$ cat src/rtl/cspi_pkg.sv
`timescale 1ns/1ps
package cspi_pkg;

  typedef struct packed {
    logic rise;
    logic fall;
  } cspi_edge_t;

  function automatic int cnt_w(input int n);
    return (n > 2) ? $clog2(n) : 1;
  endfunction

endpackage

$ cat src/rtl/cspi_sync.sv
`timescale 1ns/1ps
module cspi_sync #(
  parameter int W      = 1,
  parameter int STAGES = 2
) (
  input  logic         clk_i,
  input  logic         rst_ni,
  input  logic [W-1:0] d_i,
  output logic [W-1:0] q_o
);
  logic [STAGES-1:0][W-1:0] stg_q;

  always_ff @(posedge clk_i or negedge rst_ni) begin
    if (!rst_ni) stg_q <= '0;
    else         stg_q <= {stg_q[STAGES-2:0], d_i};
  end

  assign q_o = stg_q[STAGES-1];
endmodule

$ cat src/rtl/cspi_edge.sv
`timescale 1ns/1ps
module cspi_edge
  import cspi_pkg::*;
(
  input  logic       clk_i,
  input  logic       rst_ni,
  input  logic       lvl_i,
  output cspi_edge_t edge_o
);
  logic prev_q;

  always_ff @(posedge clk_i or negedge rst_ni) begin
    if (!rst_ni) prev_q <= 1'b0;
    else         prev_q <= lvl_i;
  end

  assign edge_o.rise = lvl_i & ~prev_q;
  assign edge_o.fall = ~lvl_i & prev_q;
endmodule

$ cat src/rtl/cspi_shift_path.sv
`timescale 1ns/1ps
module cspi_shift_path
  import cspi_pkg::*;
#(
  parameter int W = 24
) (
  input  logic         clk_i,
  input  logic         rst_ni,
  input  logic         start_i,
  input  logic         stop_i,
  input  logic         bit_clk_i,
  input  logic         sdi_i,
  input  logic         load_i,
  input  logic [W-1:0] load_word_i,
  output logic [W-1:0] word_o,
  output logic         msb_o,
  output logic         in_frame_o,
  output logic         whole_o
);
  localparam int             CW   = cnt_w(W);
  localparam logic [CW-1:0]  LAST = CW'(W - 1);

  logic [W-1:0]  sr_q;
  logic [CW-1:0] cnt_q;
  logic          full_q;
  logic          in_frame_q;

  always_ff @(posedge clk_i or negedge rst_ni) begin
    if (!rst_ni) begin
      sr_q       <= '0;
      cnt_q      <= '0;
      full_q     <= 1'b0;
      in_frame_q <= 1'b0;
    end else begin
      if (start_i) begin
        in_frame_q <= 1'b1;
        cnt_q      <= '0;
        full_q     <= 1'b0;
      end else if (stop_i) begin
        in_frame_q <= 1'b0;
      end
      if (in_frame_q && bit_clk_i) begin
        sr_q <= {sr_q[W-2:0], sdi_i};
        if (cnt_q == LAST) begin
          cnt_q  <= '0;
          full_q <= 1'b1;
        end else begin
          cnt_q <= cnt_q + 1'b1;
        end
      end else if (load_i && !in_frame_q && !start_i) begin
        sr_q <= load_word_i;
      end
    end
  end

  assign word_o     = sr_q;
  assign msb_o      = sr_q[W-1];
  assign in_frame_o = in_frame_q;
  // at least one whole word and no partial remainder
  assign whole_o    = full_q && (cnt_q == '0);
endmodule

$ cat src/rtl/cspi_sdo.sv
`timescale 1ns/1ps
module cspi_sdo (
  input  logic clk_i,
  input  logic rst_ni,
  input  logic start_i,
  input  logic bit_fall_i,
  input  logic in_frame_i,
  input  logic msb_i,
  output logic en_o,
  output logic pull_o
);
  logic bit_q;

  always_ff @(posedge clk_i or negedge rst_ni) begin
    if (!rst_ni)                             bit_q <= 1'b1;
    else if (start_i || (bit_fall_i && in_frame_i)) bit_q <= msb_i;
  end

  assign en_o   = in_frame_i;
  assign pull_o = in_frame_i & ~bit_q;
endmodule

$ cat src/rtl/chain_spi_slave.sv
`timescale 1ns/1ps
module chain_spi_slave
  import cspi_pkg::*;
#(
  parameter int WORD_W      = 24,
  parameter int SYNC_STAGES = 2
) (
  input  logic              clk_i,
  input  logic              rst_ni,
  input  logic              spi_cs_ni,
  input  logic              spi_sclk_i,
  input  logic              spi_sdi_i,
  output logic              spi_sdo_en_o,
  output logic              spi_sdo_pull_o,
  output logic              cmd_valid_o,
  output logic [WORD_W-1:0] cmd_word_o,
  input  logic              rsp_load_i,
  input  logic [WORD_W-1:0] rsp_word_i
);
  localparam int NPIN = 3;

  logic [NPIN-1:0] pin_s;
  logic            cs_n_s, sclk_s, sdi_s;
  cspi_edge_t      cs_e, sclk_e;
  logic [WORD_W-1:0] sr_word;
  logic            sr_msb, in_frame, whole;
  logic            valid_q;
  logic [WORD_W-1:0] cmd_q;

  cspi_sync #(.W(NPIN), .STAGES(SYNC_STAGES)) u_sync (
    .clk_i  (clk_i),
    .rst_ni (rst_ni),
    .d_i    ({spi_cs_ni, spi_sclk_i, spi_sdi_i}),
    .q_o    (pin_s)
  );

  assign {cs_n_s, sclk_s, sdi_s} = pin_s;

  cspi_edge u_cs_edge (
    .clk_i  (clk_i),
    .rst_ni (rst_ni),
    .lvl_i  (cs_n_s),
    .edge_o (cs_e)
  );

  cspi_edge u_sclk_edge (
    .clk_i  (clk_i),
    .rst_ni (rst_ni),
    .lvl_i  (sclk_s),
    .edge_o (sclk_e)
  );

  cspi_shift_path #(.W(WORD_W)) u_path (
    .clk_i       (clk_i),
    .rst_ni      (rst_ni),
    .start_i     (cs_e.fall),
    .stop_i      (cs_e.rise),
    .bit_clk_i   (sclk_e.rise),
    .sdi_i       (sdi_s),
    .load_i      (rsp_load_i),
    .load_word_i (rsp_word_i),
    .word_o      (sr_word),
    .msb_o       (sr_msb),
    .in_frame_o  (in_frame),
    .whole_o     (whole)
  );

  cspi_sdo u_sdo (
    .clk_i      (clk_i),
    .rst_ni     (rst_ni),
    .start_i    (cs_e.fall),
    .bit_fall_i (sclk_e.fall),
    .in_frame_i (in_frame),
    .msb_i      (sr_msb),
    .en_o       (spi_sdo_en_o),
    .pull_o     (spi_sdo_pull_o)
  );

  always_ff @(posedge clk_i or negedge rst_ni) begin
    if (!rst_ni) begin
      valid_q <= 1'b0;
      cmd_q   <= '0;
    end else begin
      valid_q <= 1'b0;
      if (cs_e.rise && in_frame && whole) begin
        valid_q <= 1'b1;
        cmd_q   <= sr_word;
      end
    end
  end

  assign cmd_valid_o = valid_q;
  assign cmd_word_o  = cmd_q;
endmodule

$ cat config.mk
export PLATFORM = sky130hd
export DESIGN_NAME = chain_spi_slave
export DESIGN_NICKNAME = d
export VERILOG_FILES = /design/src/rtl/cspi_pkg.sv /design/src/rtl/cspi_sync.sv /design/src/rtl/cspi_edge.sv /design/src/rtl/cspi_shift_path.sv /design/src/rtl/cspi_sdo.sv /design/src/rtl/chain_spi_slave.sv
export SDC_FILE = /design/constraint.sdc
export NUM_CORES = 1
export LEC_CHECK = 0
export ABC_AREA = 1
export BUFFER_PORTS_ARGS = -buffer_cell sky130_fd_sc_hd__buf_2
export CELL_PAD_IN_SITES_DETAIL_PLACEMENT = 1
export CELL_PAD_IN_SITES_GLOBAL_PLACEMENT = 1
export CORE_UTILIZATION = 28
export DETAILED_ROUTE_END_ITERATION = 7
export HOLD_SLACK_MARGIN = 0.12
export MAX_ROUTING_LAYER = met4
export PLACE_DENSITY = 0.66
export SLEW_MARGIN = 10
export SYNTH_ARGS = -nofsm -noshare
export SYNTH_HDL_FRONTEND = slang
export SYNTH_HIERARCHICAL = 1
export SYNTH_SLANG_ARGS = --single-unit
export TNS_END_PERCENT = 50
$ cat constraint.sdc
create_clock -name clk_i -period 1.6 [get_ports clk_i]
set_input_delay 0.08 -clock clk_i [delete_from_list [all_inputs] [get_ports clk_i]]
set_output_delay 0.08 -clock clk_i [all_outputs]
set_load 0.005 [all_outputs]
==> impl_metrics.tcl, run 1 <==
set metrics [dict create \
    ir_worst_vdd_mv 0.328 \
    setup_viol 0 \
    critPathMaxStageDelay_ns 0.43 \
    rows 37 \
    root_buffer "clkbuf_8" \
    synthesis.area_mm2 0.00301 \
    start_kind "flop" \
    status "completed" \
    reg2reg_depth 8 \
    min_period_ns 1.49 \
    p_leak_nw 2.09 \
    critical_path.cell_chain "inv_2 > ha_1 > nand3_2 > nor3_4 > nand3_4 > buf_12 > nand2_1 > nand2_1" \
    power.density_mw_per_mm2 1040 \
    die_area_mm2 0.0112 \
    drtAntennaViolNets 0 \
    htreeDepth 3 \
    yosysSeqAreaShare_pct 54.1 \
    fin_nets 462 \
    gp_congestion 0.760 \
    hpwl_um 5290 \
    power_mw 4.09 \
    muxShareOfSynthArea_pct 0 \
    synth_fp_nets 378 \
    syn_to_final_growth_pct 30.7 \
    cts_tree "done" \
    clock_latency_ns 0.33 \
    ys_warn_count 6 \
    synth_top_family_by_area "simple AND/OR/NAND/NOR gates" \
    drt-initial-drc-count 104 \
    worstSetupStartpoint "u_path/cnt_q[0]" \
    preCtsSetupSlack_ns 0.0441 \
    fin_ws_ns 0.112 \
    cap_viol_max_count 0 \
    reg2reg_to "cmd_word_o[5]" \
    synth-compound-area-share_pct 9.40 \
    drcViolationCount 0 \
    drt-pass1-iter-count 4 \
    worst_r2r_startpoint "u_path/cnt_q[0]" \
    final.period_utilization_pct 93.0 \
    groute.usage.overall_pct 15.4 \
    worst-setup-path-type "flop to flop" \
    numCtsBuffers 9 \
    crit_fanout 25 \
    crit_arrival_ns 1.71 \
    gr-total-overflow 0 \
    hp-class "input port to flop" \
    avgViaCountPerCell 4.51 \
    ys_seq_elements 65 \
    syn_area_per_cell_um2 8.69 \
    cp_slowest_cell "dfrtp_1" \
    fp.dieH_um 106 \
    placed_area_mm2 0.00340 \
    stdcell_area_mm2 0.00393 \
    io-pin-count 57 \
    grt_pass1_wl_um 13100 \
    die_w_um 106 \
    grt_max_degree 29 \
    finalWirelength_um 7780 \
    initial_utilization_pct 29.0 \
    fillCellCount 1246 \
    synth_top_area_share_pct 53.2 \
    fin_util_pct 37.9 \
    fmax_ghz 0.672 \
    wire_per_inst_um 13.6 \
    critPathMostFrequentCell "nand2_1" \
    syn_inst 346 \
    core_area_mm2 0.0104 \
    tightestPinTransition_ns 0.433 \
    clockBufferDepth 2 \
    end_kind "flop" \
    yosys.area.top_type "dfrtp_1" \
    ys_types 22 \
    rrSetupSlack_ns 0.11 \
    synth-simple-area-share_pct 24.8 \
    path_clk_slew_ns 0.07 \
    finClkSkew_ns 0.00864 \
    finalHoldViolations 0 \
    antenna_cells 0 \
    maxSlewViolCount 0 \
    synth_xor_area_share_pct 0 \
    crit_path_end "cmd_word_o[5]" \
    antenna_found_initial 0 \
    clock_sink_count 65 \
    synthAdderAreaFrac_pct 0.832 \
    synth.area.top_cells "dfrtp_1 53%, nand2_1 14%, nand4_1 5.2%" \
    portBuffers 56 \
    slew_headroom_pct 71.1 \
    crit_required_ns 1.82 \
    grt_pass1_vias 2664 \
    drive_gt1_share_pct 27.4 \
    vias 2577 \
]
==> synth_stat cells, drive strengths merged <==
cell type  count
nand4         25
nand3          8
nor2           9
inv           37
o21ai         49
nor3           1
dfstp          1
ha             2
clkbuf         3
dfrtp         64
buf           23
nand2        124
==> through the flow <==
step,std cells,hold slack [ns],TNS (ns)
after floorplan,346,-0.216,0
after global placement,525,0.0478,0
after detailed placement,525,0.0512,0
after CTS,568,0.122,0
after global routing,571,0.172,-0.00520
final,571,0.133,0
==> logic make-up after synthesis <==
| group | after synthesis |
|---|---|
| simple gates | 167 |
| flops | 65 |
| fa+ha+maj | 2 |
| buf+inv | 63 |
| compound gates | 49 |
==> cell type report <==
| type | instances | area (um^2) | share of cell area, % |
|---|---|---|---|
| sequential | 65 | 1630 | 41.4 |
| inverter | 37 | 139 | 3.53 |
| tap | 136 | 170 | 4.33 |
| clock buffer | 9 | 124 | 3.15 |
| timing repair buffer | 99 | 699 | 17.8 |
| multi-input combinational | 218 | 1070 | 27.3 |
| clock inverter | 7 | 95.1 | 2.42 |
==> registers in the layout, indices dropped and copies added (netlist names) <==
register            flops
cmd_valid_o             1
cmd_word_o             24
u_cs_edge/prev_q        1
u_path/cnt_q            5
u_path/full_q           1
u_path/in_frame_o       1
u_path/word_o          24
u_sclk_edge/prev_q      1
u_sdo/bit_q             1
u_sync/q_o              3
u_sync/stg_q            3
==> worst min path at each step <==
stage                         to      startpoint  depth (start not counted)  slack [ns]
4_1_cts         u_path/word_o[1]   rsp_word_i[1]                          5        0.12
2_1_floorplan        cmd_valid_o          rst_ni                          0       -0.22
3_5_place_dp      cmd_word_o[21]          rst_ni                          1        0.05
3_3_place_gp      cmd_word_o[21]          rst_ni                          1        0.05
6_report        u_path/word_o[1]   rsp_word_i[1]                          5        0.13
5_1_grt        u_path/word_o[17]  rsp_word_i[17]                          5        0.17
==> routing by layer <==
metal / routed length (um) / track usage [%] / up-vias
met5: 0 / - / -
met4: 39 / 5.36 / 0
met3: 235 / 2.41 / 2
met2: 3850 / 25.2 / 46
met1: 3660 / 19.4 / 1260
li1: - / - / 1269
==> power breakdown <==
group	internal [mW]	leakage [nW]	switching, mW
Sequential	1.82	0.845	0.107
Clock	0.877	0.109	0.660
Combinational	0.257	1.14	0.369
Total	2.95	2.09	1.14
==> cell usage in the layout (no fill, tap or decap) <==
cell           instances
nand2_1              113
dfrtp_1               64
buf_2                 56
inv_1                 34
dlygate4sd3_1         27
o21ai_0               26
nand4_1               25
buf_4                 13
o21ai_1               13
nand2_2               11
o21ai_2               10
clkbuf_8               9
nor2_1                 7
nand3_1                5
inv_2                  3
bufinv_16              2
clkinv_4               2
clkinv_2               2
buf_12                 2
nor2_2                 2
nand3_2                2
ha_1                   2
nand3_4                1
clkinvlp_4             1
buf_6                  1
nor3_4                 1
dfstp_2                1
==> worst max-delay path, delay by kind of cell (launching register included) <==
kind,cells,cell delay [ns]
AND/OR/NAND/NOR,5,0.52
flip-flops,1,0.43
buffers and inverters,2,0.27
adder cells (fa/ha/maj),1,0.16
==> repair_timing <==
action / in CTS / in global routing
hold buffers: 27 / 0
hold endpoints to repair: 67 / 0
gates resized for setup: 0 / 4
buffers inserted: 0 / 3
setup endpoints to repair: 0 / 24
No activity file was read; power rests on OpenSTA's default activity.
==> run 2, diff against run 1 <==
Settings changed: CTS_BUF_LIST set to sky130_fd_sc_hd__clkbuf_16.
==> run 2 against run 1 <==
  * The flow now finishes with violations (negative setup slack)
  * Cell area increased by 5.3%
  * Final cell count increased by 0.18%
  * Clock power increased by 37%
  * Critical path depth unchanged
  * Wire length increased by 8.4%
  * Flip-flop and latch count unchanged
  * Clock skew decreased by 0.0019 ns
  * Die area unchanged
  * Global-route usage increased by 0.23 points
  * Maximum frequency decreased by 7.4%
  * Non-clock buffer count increased by 1
  * Via count increased by 1.9%
  * Largest cell class unchanged
==> impl_metrics.tcl, run 2 (same netlist as run 1, synthesis figures left out) <==
set metrics [dict create \
    status "complete, but fails checks" \
    failed_checks "negative setup slack" \
    grt_pass1_wl_um 13200 \
    portBuffers 56 \
    fp.dieH_um 106 \
    stdcell_area_mm2 0.00414 \
    drive_gt1_share_pct 31.7 \
    setup_viol 1 \
    wire_per_inst_um 14.7 \
    vias 2626 \
    clock_latency_ns 0.33 \
    start_kind "flop" \
    fin_util_pct 39.9 \
    fmax_ghz 0.622 \
    tightestPinTransition_ns 0.449 \
    clockBufferDepth 2 \
    die_w_um 106 \
    grt_pass1_vias 2634 \
    initial_utilization_pct 29.0 \
    antenna_found_initial 0 \
    drt-pass1-iter-count 4 \
    clock_sink_count 65 \
    rsz0062_at_grt "true" \
    fin_ws_ns -0.00708 \
    critPathBufInv 2 \
    antenna_cells 0 \
    crit_required_ns 1.82 \
    drcViolationCount 0 \
    maxSlewViolCount 0 \
    fin_nets 463 \
    cap_viol_max_count 0 \
    finalHoldViolations 0 \
    die_area_mm2 0.0112 \
    power_mw 4.69 \
    power.density_mw_per_mm2 1130 \
    drtAntennaViolNets 0 \
    io-pin-count 57 \
    end_kind "flop" \
    critical_path.cell_chain "inv_2 > ha_4 > nand3_4 > nor3_4 > nand3_4 > clkbuf_16 > nand2_1 > nand2_1" \
    core_area_mm2 0.0104 \
    tns_ns -0.00708 \
    seqCellArea_mm2 0.00163 \
    hpwl_um 5290 \
    worst-setup-path-type "flop to flop" \
    grt_max_degree 29 \
    crit_fanout 6 \
    crit_arrival_ns 1.83 \
    final_common_cell "nand2_1" \
    final_cell_mix "99 x nand2_1, 64 x dfrtp_1, 56 x buf_2" \
    finalWirelength_um 8440 \
    path_clk_slew_ns 0.06 \
    cts_tree "done" \
    cp_slowest_cell "dfrtp_1" \
    ir_worst_vdd_mv 0.393 \
    syn_to_final_growth_pct 37.6 \
    fillCellCount 1229 \
    drt-initial-drc-count 61 \
    avgViaCountPerCell 4.59 \
    p_leak_nw 2.17 \
    placed_area_mm2 0.00340 \
    rows 37 \
    root_buffer "clkbuf_16" \
    hp-class "input port to flop" \
    slew_headroom_pct 70.1 \
    critPathMaxStageDelay_ns 0.42 \
    htreeDepth 3 \
    multi_input_area_mm2 0.00114 \
    cp_top_family "simple AND/OR/NAND/NOR gates" \
    gr-total-overflow 0 \
    final.period_utilization_pct 100 \
    gp_congestion 0.760 \
    numCtsBuffers 9 \
    groute.usage.overall_pct 15.6 \
    finClkSkew_ns 0.00675 \
    min_period_ns 1.61 \
]
[run 2: cell count changes in the layout (fill, tap and decap cells not counted), sizes merged]
cell / change
buf: +1
dlygate4sd3: -2
clkbuf: +2
[run 2: power breakdown]
part           switching, mW  leakage (nW)  internal, mW
Combinational          0.385          1.17         0.267
Clock                  0.745         0.155          1.36
Sequential             0.112         0.845          1.82
Total                   1.24          2.17          3.45
[run 2: cell type report]
cell class | instances | area share (%)
well taps | 136 | 4.11
repair buffers | 100 | 17.8
multi-input cells | 218 | 27.7
inverters | 37 | 3.36
clock inverters | 7 | 2.30
flip-flops and latches | 65 | 39.3
clock buffers | 9 | 5.44
[run 2: final timing paths]
check | startpoint | end | slack, ns | depth (start not counted)
min | rsp_word_i[4] | u_path/word_o[4] | 0.12 | 5
min in group asynchronous | rst_ni | cmd_word_o[17] | 0.23 | 2
max in group asynchronous | rst_ni | cmd_word_o[4] | 0.70 | 3
min reg2reg | u_sync/stg_q[0] | u_sync/q_o[0] | 0.34 | 0
max | u_path/cnt_q[0] | cmd_word_o[10] | -0.007 | 8
max reg2reg | u_path/cnt_q[0] | cmd_word_o[10] | -0.007 | 8
[run 2: timing repair]
item,4_1_cts,5_1_grt
hold buffers,25,0
pin swaps,0,9
endpoints found under the hold margin,65,0
resized for setup,2,23
buffers inserted,0,4
setup endpoints to repair,14,24
gates cloned,0,3
[run 2: tightest hold or removal path, stage by stage]
cell and delay [ns]:
buf_2 0.08, nand2_1 0.06, o21ai_0 0.07, nand2_1 0.06, o21ai_2 0.06
[run 2: through the flow]
step	setup slack, ns	hold WS (ns)	cells
CTS	0.00512	0.128	566
floorplan	0.177	-0.216	346
finish	-0.00708	0.124	572
global placement	0.130	0.0478	525
detailed placement	0.0441	0.0512	525
global route	-0.131	0.148	572
[run 2: routing by layer]
layer | share of wire (%) | vias up | track usage [%] | wire (um)
met4 | 1.8 | 0 | 6.55 | 156
met2 | 50 | 45 | 25.1 | 4210
met5 | 0 | - | - | 0
li1 | - | 1278 | - | -
met3 | 2.6 | 12 | 2.41 | 219
met1 | 46 | 1291 | 19.6 | 3850
==> run 3, diff against run 2 <==
--- a/config.mk
+++ b/config.mk
@@ -16,3 +16,3 @@
 export MAX_ROUTING_LAYER = met4
-export PLACE_DENSITY = 0.66
+export PLACE_DENSITY_LB_ADDON = 0.25
 export SLEW_MARGIN = 10
==> constraint.sdc (replaced) <==
create_clock -name clk_i -period 1.6 [get_ports clk_i]
set_input_delay 0.32 -clock clk_i [delete_from_list [all_inputs] [get_ports clk_i]]
set_output_delay 0.32 -clock clk_i [all_outputs]
set_load 0.005 [all_outputs]
==> run 3 against run 2 <==
  * The run now ends clean
  * Cell area shrank 9.1%
  * Sequential share of layout area grew 4.0 points
  * Hold slack improved by 0.18 ns
  * Count of clock-buffer cells in the layout is the same
  * Die area is the same
  * Critical endpoint is now spi_sdo_pull_o
  * Largest cell class unchanged
  * Largest power group unchanged
==> impl_metrics.tcl, run 3 (same netlist as run 1, synthesis figures left out) <==
set metrics [dict create \
    cap_viol_max_count 0 \
    final.period_utilization_pct 94.4 \
    numCtsBuffers 9 \
    ir_worst_vdd_mv 0.466 \
    portBuffers 56 \
    io-pin-count 57 \
    antenna_found_initial 0 \
    antenna_cells 0 \
    cp_top_family "flip-flops" \
    syn_to_final_growth_pct 25.0 \
    initial_utilization_pct 29.0 \
    finalHoldViolations 0 \
    hp-start "rsp_word_i[8]" \
    htreeDepth 3 \
    die_area_mm2 0.0112 \
    status "completed" \
    groute.usage.overall_pct 14.7 \
    reg2reg_depth 8 \
    start_kind "flop" \
    drt-pass1-iter-count 4 \
    drtAntennaViolNets 0 \
    vias 2436 \
    worst_r2r_startpoint "u_path/cnt_q[0]" \
    grt_pass1_vias 2502 \
    clock_sink_count 65 \
    end_kind "output port" \
    crit_fanout 15 \
    die_w_um 106 \
    rsz0062_at_grt "false" \
    holdPathEnd "u_path/word_o[8]" \
    cts_tree "done" \
    fin_util_pct 36.3 \
    maxSlewViolCount 0 \
    root_buffer "clkbuf_16" \
    critPathMaxStageDelay_ns 0.42 \
    avgViaCountPerCell 4.47 \
    clockBufferDepth 2 \
    final_common_cell "nand2_1" \
    fp.dieH_um 106 \
    grt_pass1_wl_um 12400 \
    path_clk_slew_ns 0.06 \
    power_mw 4.54 \
    drcViolationCount 0 \
    crit_required_ns 1.28 \
    drt-initial-drc-count 36 \
    preCtsSetupSlack_ns 0.0750 \
    drive_gt1_share_pct 27.6 \
    worstSetupStartpoint "u_path/in_frame_o" \
    gr-total-overflow 0 \
    gp_congestion 0.770 \
    worst-setup-path-type "flop to output port" \
    fin_ws_ns 0.0902 \
    reg2reg_to "cmd_word_o[6]" \
    finalWirelength_um 7260 \
    crit_arrival_ns 1.19 \
    hpwl_um 5030 \
    critPathBufInv 3 \
    rows 37 \
    hp-class "input port to flop" \
    final_cell_mix "113 x nand2_1, 63 x dfrtp_1, 56 x buf_2" \
    power.density_mw_per_mm2 1210 \
    cp_slowest_cell "dfrtp_2" \
    whs_path_depth 5 \
    setup_viol 0 \
    clock_latency_ns 0.33 \
    slew_headroom_pct 76.2 \
    p_leak_nw 2.03 \
    wire_per_inst_um 13.3 \
    core_area_mm2 0.0104 \
    tightestPinTransition_ns 0.357 \
    rrSetupSlack_ns 0.11 \
    grt_max_degree 66 \
    finClkSkew_ns 0.00484 \
    min_period_ns 1.51 \
    critical_path.cell_chain "buf_6 > inv_1 > nor2_1 > buf_2" \
    tns_ns 0 \
    fin_nets 436 \
    post_cts.repair.setup_buffers 0 \
    fmax_ghz 0.662 \
]
[run 3: cell types whose count changed in the layout (fill, tap and decap cells not counted), sizes merged]
cell,before,now
inv,37,39
clkinv,4,1
clkinvlp,1,2
clkbuf,11,9
buf,73,69
dlygate4sd3,25,4
[run 3: worst min-delay path: cells and delay by family]
family,cells,cell delay [ns]
AOI/OAI and AO/OA,2,0.11
buffers and inverters,1,0.08
and+or+nand+nor,2,0.10
[run 3: through the flow]
stage,std cells,cell area [um^2],hold slack [ns]
final,545,3760,0.305
after global routing,545,3760,0.329
after CTS,545,3760,0.300
after detailed placement,525,3400,0.339
after global placement,525,3400,0.333
after floorplan,346,3010,0.0244
[run 3: worst max-delay path by stage]
stage                endpoint  slack [ns]  depth (start not counted)
2_1_floorplan  cmd_word_o[12]        0.18                          9
3_3_place_gp   cmd_word_o[16]        0.15                          7
3_5_place_dp    cmd_word_o[6]        0.07                          8
4_1_cts        spi_sdo_pull_o        0.01                          4
5_1_grt        cmd_word_o[13]       0.002                          7
6_report       spi_sdo_pull_o        0.09                          4
[run 3: area by class of cell]
| class | instances | area (um^2) |
|---|---|---|
| inverter | 37 | 139 |
| sequential | 65 | 1630 |
| multi-input combinational | 218 | 1060 |
| timing repair buffer | 73 | 447 |
| clock inverter | 7 | 87.6 |
| fill | 1280 | 6610 |
| clock buffer | 9 | 225 |
| tap | 136 | 170 |
[run 3: power by group]
group          leakage, nW  internal, mW  switching (mW)  total (mW)
registers            0.844          1.82           0.103        1.93
logic                 1.04         0.208           0.348       0.556
clock network        0.154          1.35           0.710        2.06
total                 2.03          3.38            1.16        4.54
[run 3: metal layers]
metal  GRT usage (%)  share of wire, %
met2            22.3                46
met4            6.55               1.5
met1            19.3                50
met3            2.66               2.8
met5               -                 0
[run 3: timing repair]
item,CTS,global route
resized for setup,1,1
endpoints found under the hold margin,67,0
endpoints found under the setup margin,1,1
hold buffers,4,0
